<file path="src/rtl/pgtlb.sv">
module pgtlb #(
  parameter int ENTRIES = 8,
  parameter int VA_W    = 32,
  parameter int PN_W    = 22,
  parameter int SZ_W    = 3,
  parameter int TID_W   = 8,
  parameter int IDX_W   = $clog2(ENTRIES)
) (
  input  logic             clk,
  input  logic             rst_n,
  input  logic [TID_W-1:0] pid,
  input  logic             wr_en,
  input  logic [IDX_W-1:0] wr_idx,
  input  logic [PN_W-1:0]  wr_epn,
  input  logic [SZ_W-1:0]  wr_size,
  input  logic [PN_W-1:0]  wr_rpn,
  output logic             wr_rpn_err,
  input  logic             inval_all,
  input  logic [VA_W-1:0]  lk_ea,
  output logic             lk_hit,
  output logic             lk_miss,
  output logic [IDX_W-1:0] lk_idx,
  output logic [VA_W-1:0]  lk_pa,
  output logic             lk_multi
);
  localparam int OFF_W = VA_W - PN_W;

  function automatic logic [PN_W-1:0] page_mask(input logic [SZ_W-1:0] sz);
    return {PN_W{1'b1}} << (2 * sz);
  endfunction

  logic             vld   [ENTRIES];
  logic [PN_W-1:0]  epn_q [ENTRIES];
  logic [PN_W-1:0]  rpn_q [ENTRIES];
  logic [SZ_W-1:0]  sz_q  [ENTRIES];
  logic [TID_W-1:0] tid_q [ENTRIES];
  logic [PN_W-1:0]  pmask [ENTRIES];
  logic [ENTRIES-1:0] match;

  wire [PN_W-1:0] ea_pn = lk_ea[VA_W-1:OFF_W];

  for (genvar g = 0; g < ENTRIES; g++) begin : g_ent
    wire sel = wr_en && (wr_idx == IDX_W'(g));

    always_ff @(posedge clk or negedge rst_n) begin
      if (!rst_n) begin
        vld[g]   <= 1'b0;
        epn_q[g] <= '0;
        rpn_q[g] <= '0;
        sz_q[g]  <= '0;
        tid_q[g] <= '0;
      end else if (inval_all) begin
        vld[g] <= 1'b0;
      end else if (sel) begin
        vld[g]   <= 1'b1;
        epn_q[g] <= wr_epn;
        rpn_q[g] <= wr_rpn;
        sz_q[g]  <= wr_size;
        tid_q[g] <= pid;
      end
    end

    assign pmask[g] = page_mask(sz_q[g]);
    assign match[g] = vld[g]
                   && (((ea_pn ^ epn_q[g]) & pmask[g]) == '0)
                   && (tid_q[g] == '0 || tid_q[g] == pid);
  end

  always_comb begin
    lk_idx = '0;
    for (int i = ENTRIES - 1; i >= 0; i--)
      if (match[i]) lk_idx = IDX_W'(i);
  end

  assign lk_hit   = |match;
  assign lk_miss  = ~lk_hit;
  assign lk_multi = (match & (match - 1'b1)) != '0;

  assign lk_pa = lk_hit
    ? {(rpn_q[lk_idx] & pmask[lk_idx]) | (ea_pn & ~pmask[lk_idx]), lk_ea[OFF_W-1:0]}
    : '0;

  assign wr_rpn_err = wr_en && ((wr_rpn & ~page_mask(wr_size)) != '0);
endmodule


</file>
<file path="config.mk">
export PLATFORM = sky130hd
export DESIGN_NAME = pgtlb
export DESIGN_NICKNAME = d
export VERILOG_FILES = /design/src/rtl/pgtlb.sv
export SDC_FILE = /design/constraint.sdc
export NUM_CORES = 1
export LEC_CHECK = 0
export BUFFER_PORTS_ARGS = -buffer_cell sky130_fd_sc_hd__buf_2
export CORE_UTILIZATION = 69
export CTS_BUF_LIST = sky130_fd_sc_hd__clkbuf_8
export DETAILED_ROUTE_END_ITERATION = 10
export PLACE_DENSITY_LB_ADDON = 0.05
export SETUP_SLACK_MARGIN = 0.1
export SLEW_MARGIN = 25
export SYNTH_ARGS = -nofsm -noshare
export SYNTH_HDL_FRONTEND = slang
export SYNTH_SLANG_ARGS = --single-unit
</file>
<file path="constraint.sdc">
create_clock -name clk -period 9.1 [get_ports clk]
set_clock_uncertainty 0.1 [all_clocks]
set_input_delay 0.91 -clock clk [delete_from_list [all_inputs] [get_ports clk]]
set_output_delay 0.91 -clock clk [all_outputs]
set_load 0.02 [all_outputs]
</file>
; Yosys cells after proc, flatten, opt, wreduce, memory -nomap -nowiden
; Cells that the tools add are included.
[totals]
regBits = 448
inputBits = 94
output_inout_bits = 39
word_cells = 192
[classes]
addsub = 1
order_cmp = 1
n_eq_ne = 15
n_shift = 9
muxes = 31
n_bitwise = 26
reduce_logical = 69
[ops]
columns = operator, count
row1 = $and A22 B22 Y22, 11
row2 = $shl A22 B4 Y22 const A, 9
row3 = $logic_not A22 Y1, 8
row4 = $xor A22 B22 Y22, 8
row5 = $bmux W22 S3, 2
row6 = $mux W22, 4
row7 = $eq A8 B8 Y1, 8
row8 = $logic_not A8 Y1, 8
row9 = $not A22 Y22, 2
row10 = $mux W32, 1
row11 = $logic_and A1 B1 Y1, 25
row12 = $mux W3, 8
row13 = $or A22 B22 Y22, 1
row14 = $reduce_bool A22 Y1, 1
row15 = $mux W1, 16
row16 = $reduce_and A2 Y1, 8
row17 = $reduce_bool A2 Y1, 8
row18 = $eq A3 B3 Y1 const B, 4
row19 = $and A8 B8 Y8, 1
row20 = $logic_or A1 B1 Y1, 8
row21 = $reduce_bool A8 Y1, 1
row22 = $reduce_or A8 Y1, 1
row23 = $sub A8 B1 Y8 const B, 1
row24 = $eq A3 B2 Y1 const B, 2
row25 = 5 further kinds, 6

; Depth between registers and ports, before layout
; Gate-level depths: netlist of run 1.
[depth]
ltp_word = 21
mapped_depth = 17
depth_no_buf = 12

; Least setup slack after synthesis of run 1
; No wires, ideal clock.
[synth_path]
kind = input-to-output
from = input port lk_ea[22]
to = output port lk_pa[17]
arrival_time_ps = 3807
required_time_ps = 8090
slack_ps = 4283
path_stages = 12
n_path_buf = 1
path_cell_list = buf_4 -> xor2_1 -> o41ai_2 -> or3b_1 -> nor3_2 -> o22ai_1 -> a21o_1 -> and2_4 -> mux2_4 -> o311a_1 -> or3_1 -> a21oi_1
[synth_via]
elab_chain_len = 21
word_cells_on_any_way = 61
cone_classes = 15 x mux / 21 x bitwise / 25 x reduce/logical
[synth_rtl]
columns = item, line_no
row1 = from (decl), 19  ; input logic [VA_W-1:0] lk_ea,
row2 = $xor A22 B22 Y22, 65  ; && (((ea_pn ^ epn_q[g]) & pmask[g]) == '0)
row3 = $and A22 B22 Y22, 65
row4 = $logic_not A22 Y1, 65
row5 = $logic_and A1 B1 Y1, 65
row6 = $logic_and A1 B1 Y1, 66  ; && (tid_q[g] == '0 || tid_q[g] == pid);
row7 = $mux W3 (8 in a row), 72  ; if (match[i]) lk_idx = IDX_W'(i);
row8 = $not A3 Y4 (implied by the code), 80  ; ? {(rpn_q[lk_idx] & pmask[lk_idx]) | (ea_pn & ~pmask[lk_idx]), lk_ea[OFF_W-1:0]}
row9 = $bmux W22 S3, 80
row10 = $mux W22 (implied by the code) (2 in a row), 80
row11 = $not A22 Y22, 80
row12 = $and A22 B22 Y22, 80
row13 = $or A22 B22 Y22, 80
row14 = $mux W32 *, 80
row15 = to (decl), 23  ; output logic [VA_W-1:0] lk_pa,
; Mark *: on every way between the ends. The rest lies on a longest branch, timed or not. The select of a mux whose other input is x is not followed.

; Final worst setup path of run 1
[layout_path]
from = register sz_q[12] (netlist name)
to = output port lk_pa[16]
[layout_via]
elab_chain_len = 17
word_cells_on_any_way = 22
cone_classes = 1 x shift / 11 x mux / 6 x bitwise / 4 x reduce/logical
[layout_rtl]
columns = item, line_no
row1 = from (decl), 35  ; logic [SZ_W-1:0] sz_q [ENTRIES];
row2 = "from (signal, indexed assignment)", 58  ; sz_q[g] <= wr_size;
row3 = $shl A22 B4 Y22 *, 29  ; return {PN_W{1'b1}} << (2 * sz);
row4 = $and A22 B22 Y22, 65
row5 = $logic_not A22 Y1, 65
row6 = $logic_and A1 B1 Y1, 65
row7 = $logic_and A1 B1 Y1, 66
row8 = $mux W3 (4 in a row), 72
row9 = $not A3 Y4 (implied by the code), 80
row10 = $bmux W22 S3, 80
row11 = $mux W22 (implied by the code) (2 in a row), 80
row12 = $not A22 Y22, 80
row13 = $and A22 B22 Y22, 80
row14 = $or A22 B22 Y22, 80
row15 = $mux W32 *, 80
; Marked as above.

==> results of run 1 <==
[power by group]
part	leakage [nW]	internal (mW)	switching, mW
Clock	0.826	0.942	0.798
Combinational	4.77	0.662	0.602
Sequential	5.50	2.45	0.406
[synthesized netlist by cell type (7+ instances only)]
master and instances:
nor2_1 69, buf_4 19, nand4_1 28, mux2i_1 91
o21ai_0 42, a22o_1 11, a21o_1 16, xor2_1 99
buf_1 11, nor2b_1 13, nand2b_1 9, nor4_1 43
a211oi_1 8, nand2_1 82, and3_1 7, nand3_1 27
o21ai_1 7, nor3_1 20, inv_1 13, o21bai_1 8
xnor2_1 142, clkbuf_1 60, dfrtp_1 448, o22ai_1 9
mux2_2 449, a21oi_1 45, buf_2 38
[state kept, by name (all words and copies together), names as in the netlist]
register,flops
sz_q,24
vld,8
tid_q,64
rpn_q,176
epn_q,176
[cells by family after synthesis]
kind of cell,Yosys count,synth area share [%]
xor gates and xnor gates,241,9.019
muxes,544,25.71
DFF,448,47.90
adders and majority gates,1,0.04277
AOI/OAI and AO/OA,223,6.774
buffers and inverters,149,3.096
and+or+nand+nor,337,7.458
[per-layer routing]
layer	vias up	global-route usage, %	part of all wire (%)
li1	7151	-	-
met4	0	16.56	4.2
met2	716	58.52	46
met5	-	0	0
met3	181	7.555	7.4
met1	8472	53.45	42
[worst max-delay path by stage]
stage | cells past startpoint | endpoint | slack (ns)
after floorplan | 12 | lk_pa[17] | 4.28
final | 13 | lk_pa[16] | 2.43
after CTS | 13 | lk_pa[16] | 2.59
after global placement | 15 | lk_pa[16] | 2.81
after global routing | 13 | lk_pa[16] | 2.33
after detailed placement | 15 | lk_pa[16] | 2.81
[worst max-delay path: stages (launching register included)]
cell	delay, ns
dfrtp_1	0.68
nand3_1	0.33
a21boi_1	0.24
nor4_1	0.47
nand3_1	0.28
or2_2	0.37
a21o_1	0.22
a21oi_4	0.67
buf_4	0.54
mux2i_1	0.15
a211o_1	0.35
or3_1	0.37
a21oi_1	0.14
buf_2	0.19
[through the flow]
| stage | instances | utilization, % |
|---|---|---|
| global placement | 2402 | 72.25 |
| floorplan | 1943 | - |
| detailed placement | 2402 | 72.25 |
| global route | 2529 | 76.74 |
| finish | 2529 | 76.74 |
| CTS | 2527 | 76.61 |
[layout make-up]
| cell class | count | share of cell area, % |
|---|---|---|
| clock buffers | 96 | 5.147 |
| repair buffers | 148 | 3.242 |
| inverters | 14 | 0.2047 |
| flip-flops and latches | 448 | 43.68 |
| multi-input cells | 1346 | 45.02 |
| clock inverters | 29 | 0.5313 |
| well taps | 448 | 2.184 |
[placed cells by master (no fill, tap or decap), types with 12 or more instances in the layout]
cell      synthesis  routed
xor2_1           99      99
nor3_1           20      19
nand4_1          28      28
a21oi_1          45      45
mux2i_1          91      91
buf_4            19      12
nand3_1          27      25
nor2_1           69      66
o21ai_0          42      42
mux2_2          449     449
clkbuf_8          0      96
nand2_1          82      81
nor2b_1          13      12
buf_2            38     131
nor4_1           43      43
a21o_1           16      16
xnor2_1         142     142
inv_1            13      33
dfrtp_1         448     448
==> run summary, run 1 <==
status -> finished clean
Total Wirelength -> 64,510 um
asr flop ratio synth -> 100.0%
post-DP HPWL -> 42,480 um
Longest Clk Path Bufs -> 3
Layout area overhead -> 9.683%
first-pass GRT wire length -> 98,180 um
Area contributors post-synth -> dfrtp_1 48%, mux2_2 22%, xnor2_1 5.3%, mux2i_1 3.9%, xor2_1 3.7%
initial antenna violation count -> 0
Yosys top cell area share -> 47.90%
Fmax -> 150.0 MHz
layout cell share with drive strength beyond 1 -> 35.56%
Clk pin slew, worst setup/hold paths -> 0.06 ns
CTS Sinks -> 448
largest net degree at the start of global routing -> 137
Die ar. -> 0.03466 mm2
Setup WS post-layout -> 2.434 ns
largest area contributor in the netlist -> dfrtp_1
Rows -> 67
PostCTS Resize Cnt -> 0
reg-to-reg startpoint -> sz_q[4]
FF+latch area -> 0.01121 mm2
slack of the worst reg-to-reg path -> 7.85 ns
ys flop type -> dfrtp_1
Tot Pwr -> 5.860 mW
Clock Latency Late Sink -> 0.61 ns
endpoint type of the worst setup path -> output port
crit path from -> sz_q[12]
Mapped Area -> 0.02340 mm2
final hold slack -> 0.2351 ns
Synthesized Nets -> 2,037
Pleak -> 11.10 nW
starting density of the core -> 69.97%
I/O Buffers -> 132
number of max-cap violations -> 0
area of the multi-input gates -> 0.01155 mm2
VDD IR-drop max -> 170.1 uV
Rel. slew slack -> 28.18%
Reg2Reg Depth -> 1
routed length per placed instance -> 25.51 um
io pins -> 133
FF+latch count, synth -> 448
post-CTS setup buffer count -> 0
Syn Inst Count -> 1,943
Worst-Margin Slew -> 1.077 ns
Tcrit/Tclk final -> 73.25%
Setup CP Type -> reg2out
min-delay worst type -> in2async
synth warn -> 0
vias in the first global route -> 16,597
post-route ant nets -> 0
final setup fails -> 0
GR Util All Layers -> 38.27%
EDFF count, synth -> 0
setup slack after placement -> 2.813 ns
Power Density -> 228.3 mW/mm2
Die Ht -> 186.2 um
final routed DRC violation total -> 0
Antenna Cells -> 0
via/cell ratio -> 6.532
Worst EP arrival -> 5.66 ns
share of the yosys chip area belonging to registers -> 47.90%
Vias -> 16,520
count of different cell masters after synthesis -> 88
Post-Route Setup TNS -> 0 ns
Fill cells -> 2,214
Die W -> 186.2 um
final hold violation count -> 0
Worst setup SP type -> flop
nets -> 2,126
required time worst endpoint -> 8.09 ns
total CTS buffers -> 74
Core Area -> 0.03345 mm2
number of DRC markers in iteration 0 -> 1,364
critical path peak fanout -> 26
syn avg cell area -> 12.04 um2
# hold bufs at CTS -> 0
drt pass-1 iters -> 5
Reg2Reg Capture Point -> sz_q[4]
Root Driver -> clkbuf_8
RSZ-0062 raised after global routing -> no
fin crit period -> 6.666 ns
H-tree levels -> 3
fin. max-slew vios -> 0
Final Wtd Congestion -> 0.9847
CTS tree -> done
Final Instance Area -> 0.02567 mm2
GRT overflow -> 0
DP Area -> 0.02417 mm2
Power figures use the tool's default switching activity.
==> run 2: changes to the inputs <==
Settings changed: CORE_UTILIZATION 69 to 64.
Clock period 9.1 ns to 6.6 ns, I/O delays scaled along.
==> run 2 against run 1 <==
Compared with the run above:
- final cell count is 0.83% higher
- sequential power grew 37%
- the flow now finishes with violations (design-rule violations)
- highest routed layer is now met5
- flip-flop and latch count unchanged
- non-clock buffer count grew 6
- largest power group unchanged
==> run summary, run 2 (same netlist as run 1, synthesis figures left out) <==
starting density of the core -> 65.48% (-4.5 points)
required time worst endpoint -> 5.84 ns (-2.25 ns)
H-tree levels -> 3 (unchanged)
post-DP HPWL -> 43,740 um (+3.0%)
largest net degree at the start of global routing -> 168 (+23%)
Core Area -> 0.03574 mm2 (+6.9%)
number of DRC markers in iteration 0 -> 1,283 (-5.9%)
crit-path max cell delay -> 0.73 ns (+0.05 ns)
routed length per placed instance -> 25.87 um (+1.4%)
number of max-cap violations -> 0 (unchanged)
drt pass-1 iters -> 9 (+4)
Longest Clk Path Bufs -> 3 (unchanged)
Layout area overhead -> 10.06%
Worst EP arrival -> 5.34 ns (-0.32 ns)
final routed DRC violation total -> 10 (+10)
CTS Sinks -> 448 (unchanged)
RSZ-0062 raised after global routing -> no
GR Util All Layers -> 35.86% (-2.4 points)
combinational group share of total power -> 21.5% (about the same)
final hold violation count -> 0 (unchanged)
VDD IR-drop max -> 280.9 uV (+65%)
status -> finished with violations
I/O Buffers -> 132 (unchanged)
Die W -> 193.2 um (+3.8%)
Root Driver -> clkbuf_8
CTS tree -> done
Flop pwr share -> 48.5% (-0.2 points)
biggest registers after layout -> epn_q: 176 flops, rpn_q: 176 flops, tid_q: 64 flops
CP Cell Sequence -> nand3_1 -> a21boi_1 -> nor4_1 -> nand3_1 -> o32ai_2 -> buf_4 -> or3_1 -> nor2_2 -> a211o_1 -> o311a_1 -> or3_1 -> a21oi_1 -> buf_2
Power Density -> 314.7 mW/mm2 (+38%)
Pleak -> 11.14 nW (+0.37%)
commonest non-fill, non-tap cell in the layout -> mux2_2
Clk pwr share -> 29.9% (+0.2 points)
busiest grt layer -> met2
met1 Use GR -> 49.32% (-4.1 points)
Clk pin slew, worst setup/hold paths -> 0.06 ns (about the same)
Rows -> 69 (+3.0%)
via/cell ratio -> 6.388 (-2.2%)
CP max-delay cell -> or3_1
Clock Latency Late Sink -> 0.62 ns (about the same)
Rel. slew slack -> 24.84% (-3.3 points)
GRT overflow -> 0 (unchanged)
post-CTS setup buffer count -> 0 (unchanged)
Tot Pwr -> 8.104 mW (+38%)
min-delay worst type -> in2reg
Worst-Margin Slew -> 1.123 ns (+0.04601 ns)
switching share of total power -> 30.79% (about the same)
endpoint type of the worst setup path -> output port
commonest cells after routing, fill and taps aside -> 449 x mux2_2, 448 x dfrtp_1, 142 x xnor2_1
Vias -> 16,289 (-1.4%)
Die ar. -> 0.03734 mm2 (+7.7%)
first-pass GRT wire length -> 101,100 um (+2.9%)
met3 GRT Util -> 9.188% (+1.6 points)
failing checks -> design-rule violations
io pins -> 133 (unchanged)
post-route ant nets -> 0 (unchanged)
fin crit period -> 6.098 ns
Power Internal -> 5.609 mW (+38%)
Fmax -> 164.0 MHz
Switching Power -> 2.495 mW (+38%)
total CTS buffers -> 76 (+2.7%)
Setup CP Type -> reg2out
Tcrit/Tclk final -> 92.40%
vias in the first global route -> 16,944 (+2.1%)
initial antenna violation count -> 3 (+3)
Total Wirelength -> 65,980 um (+2.3%)
Final Wtd Congestion -> 1.016 (+3.2%)
critical path peak fanout -> 16 (-38%)
Post-Route Setup TNS -> 0 ns (unchanged)
grt met2 use -> 53.86% (-4.7 points)
layout cell share with drive strength beyond 1 -> 35.73% (+0.17 points)
nets -> 2,134 (+0.38%)
Worst setup SP type -> flop
final hold slack -> 0.2575 ns (+0.02238 ns)
fin. max-slew vios -> 0 (unchanged)
final setup fails -> 0 (unchanged)
Die Ht -> 193.2 um (+3.8%)
## run 2: worst max-delay path: cells and delay by family, from the launching register on
kind / cells / cell delay (ns)
flops: 1 / 0.62
buf+inv: 2 / 0.39
simple gates: 6 / 2.60
compound gates: 5 / 1.07
## run 2: stage by stage
step	setup slack, ns	util (%)	area (um2)	cells
finish	0.5019	72.06	25760	2550
global route	0.4204	72.05	25750	2549
CTS	0.6243	72.00	25730	2548
detailed placement	0.8077	67.86	24260	2421
global placement	0.7949	67.80	24230	2420
floorplan	2.283	-	23400	1943
## run 2: repair_timing
| action | CTS | global route |
|---|---|---|
| hold buffers | 1 | 0 |
| gates resized for setup | 0 | 0 |
| hold endpoints to repair | 67 | 0 |
## run 2: metal layers
metal  part of all wire, %  wire length, um
met1                    43            28210
met2                    45            29530
met3                   8.5             5623
met4                   3.9             2603
met5                 0.017               11
## run 2: final cells by class
type / instances / area (um2)
multi-input cells: 1346 / 11560
flip-flops and latches: 448 / 11210
fillers: 2539 / 9986
clock buffers: 94 / 1294
repair buffers: 154 / 888.4
well taps: 461 / 576.8
clock inverters: 32 / 173.9
inverters: 14 / 52.55
diodes: 1 / 2.502
## run 2: power by group through the flow
stage,combinational [mW],sequential (mW),clock (mW)
floorplan,1.35,3.73,0
global placement,1.67,3.92,0
detailed placement,1.72,3.96,0
CTS,1.73,3.91,2.46
global route,1.89,3.99,2.58
finish,1.74,3.93,2.43
## run 2: final timing paths
check / cells after the start / slack, ns / endpoint / from
setup / recovery: 13 / 0.50 / lk_pa[17] / sz_q[12]
hold / removal: 2 / 0.26 / rpn_q[63] / wr_rpn[19]
setup reg to reg: 1 / 5.42 / sz_q[4] / sz_q[4]
hold reg to reg: 1 / 0.38 / vld[4] / vld[4]
max in group asynchronous: 3 / 4.55 / epn_q[34] / rst_n
min in group asynchronous: 2 / 0.49 / tid_q[33] / rst_n
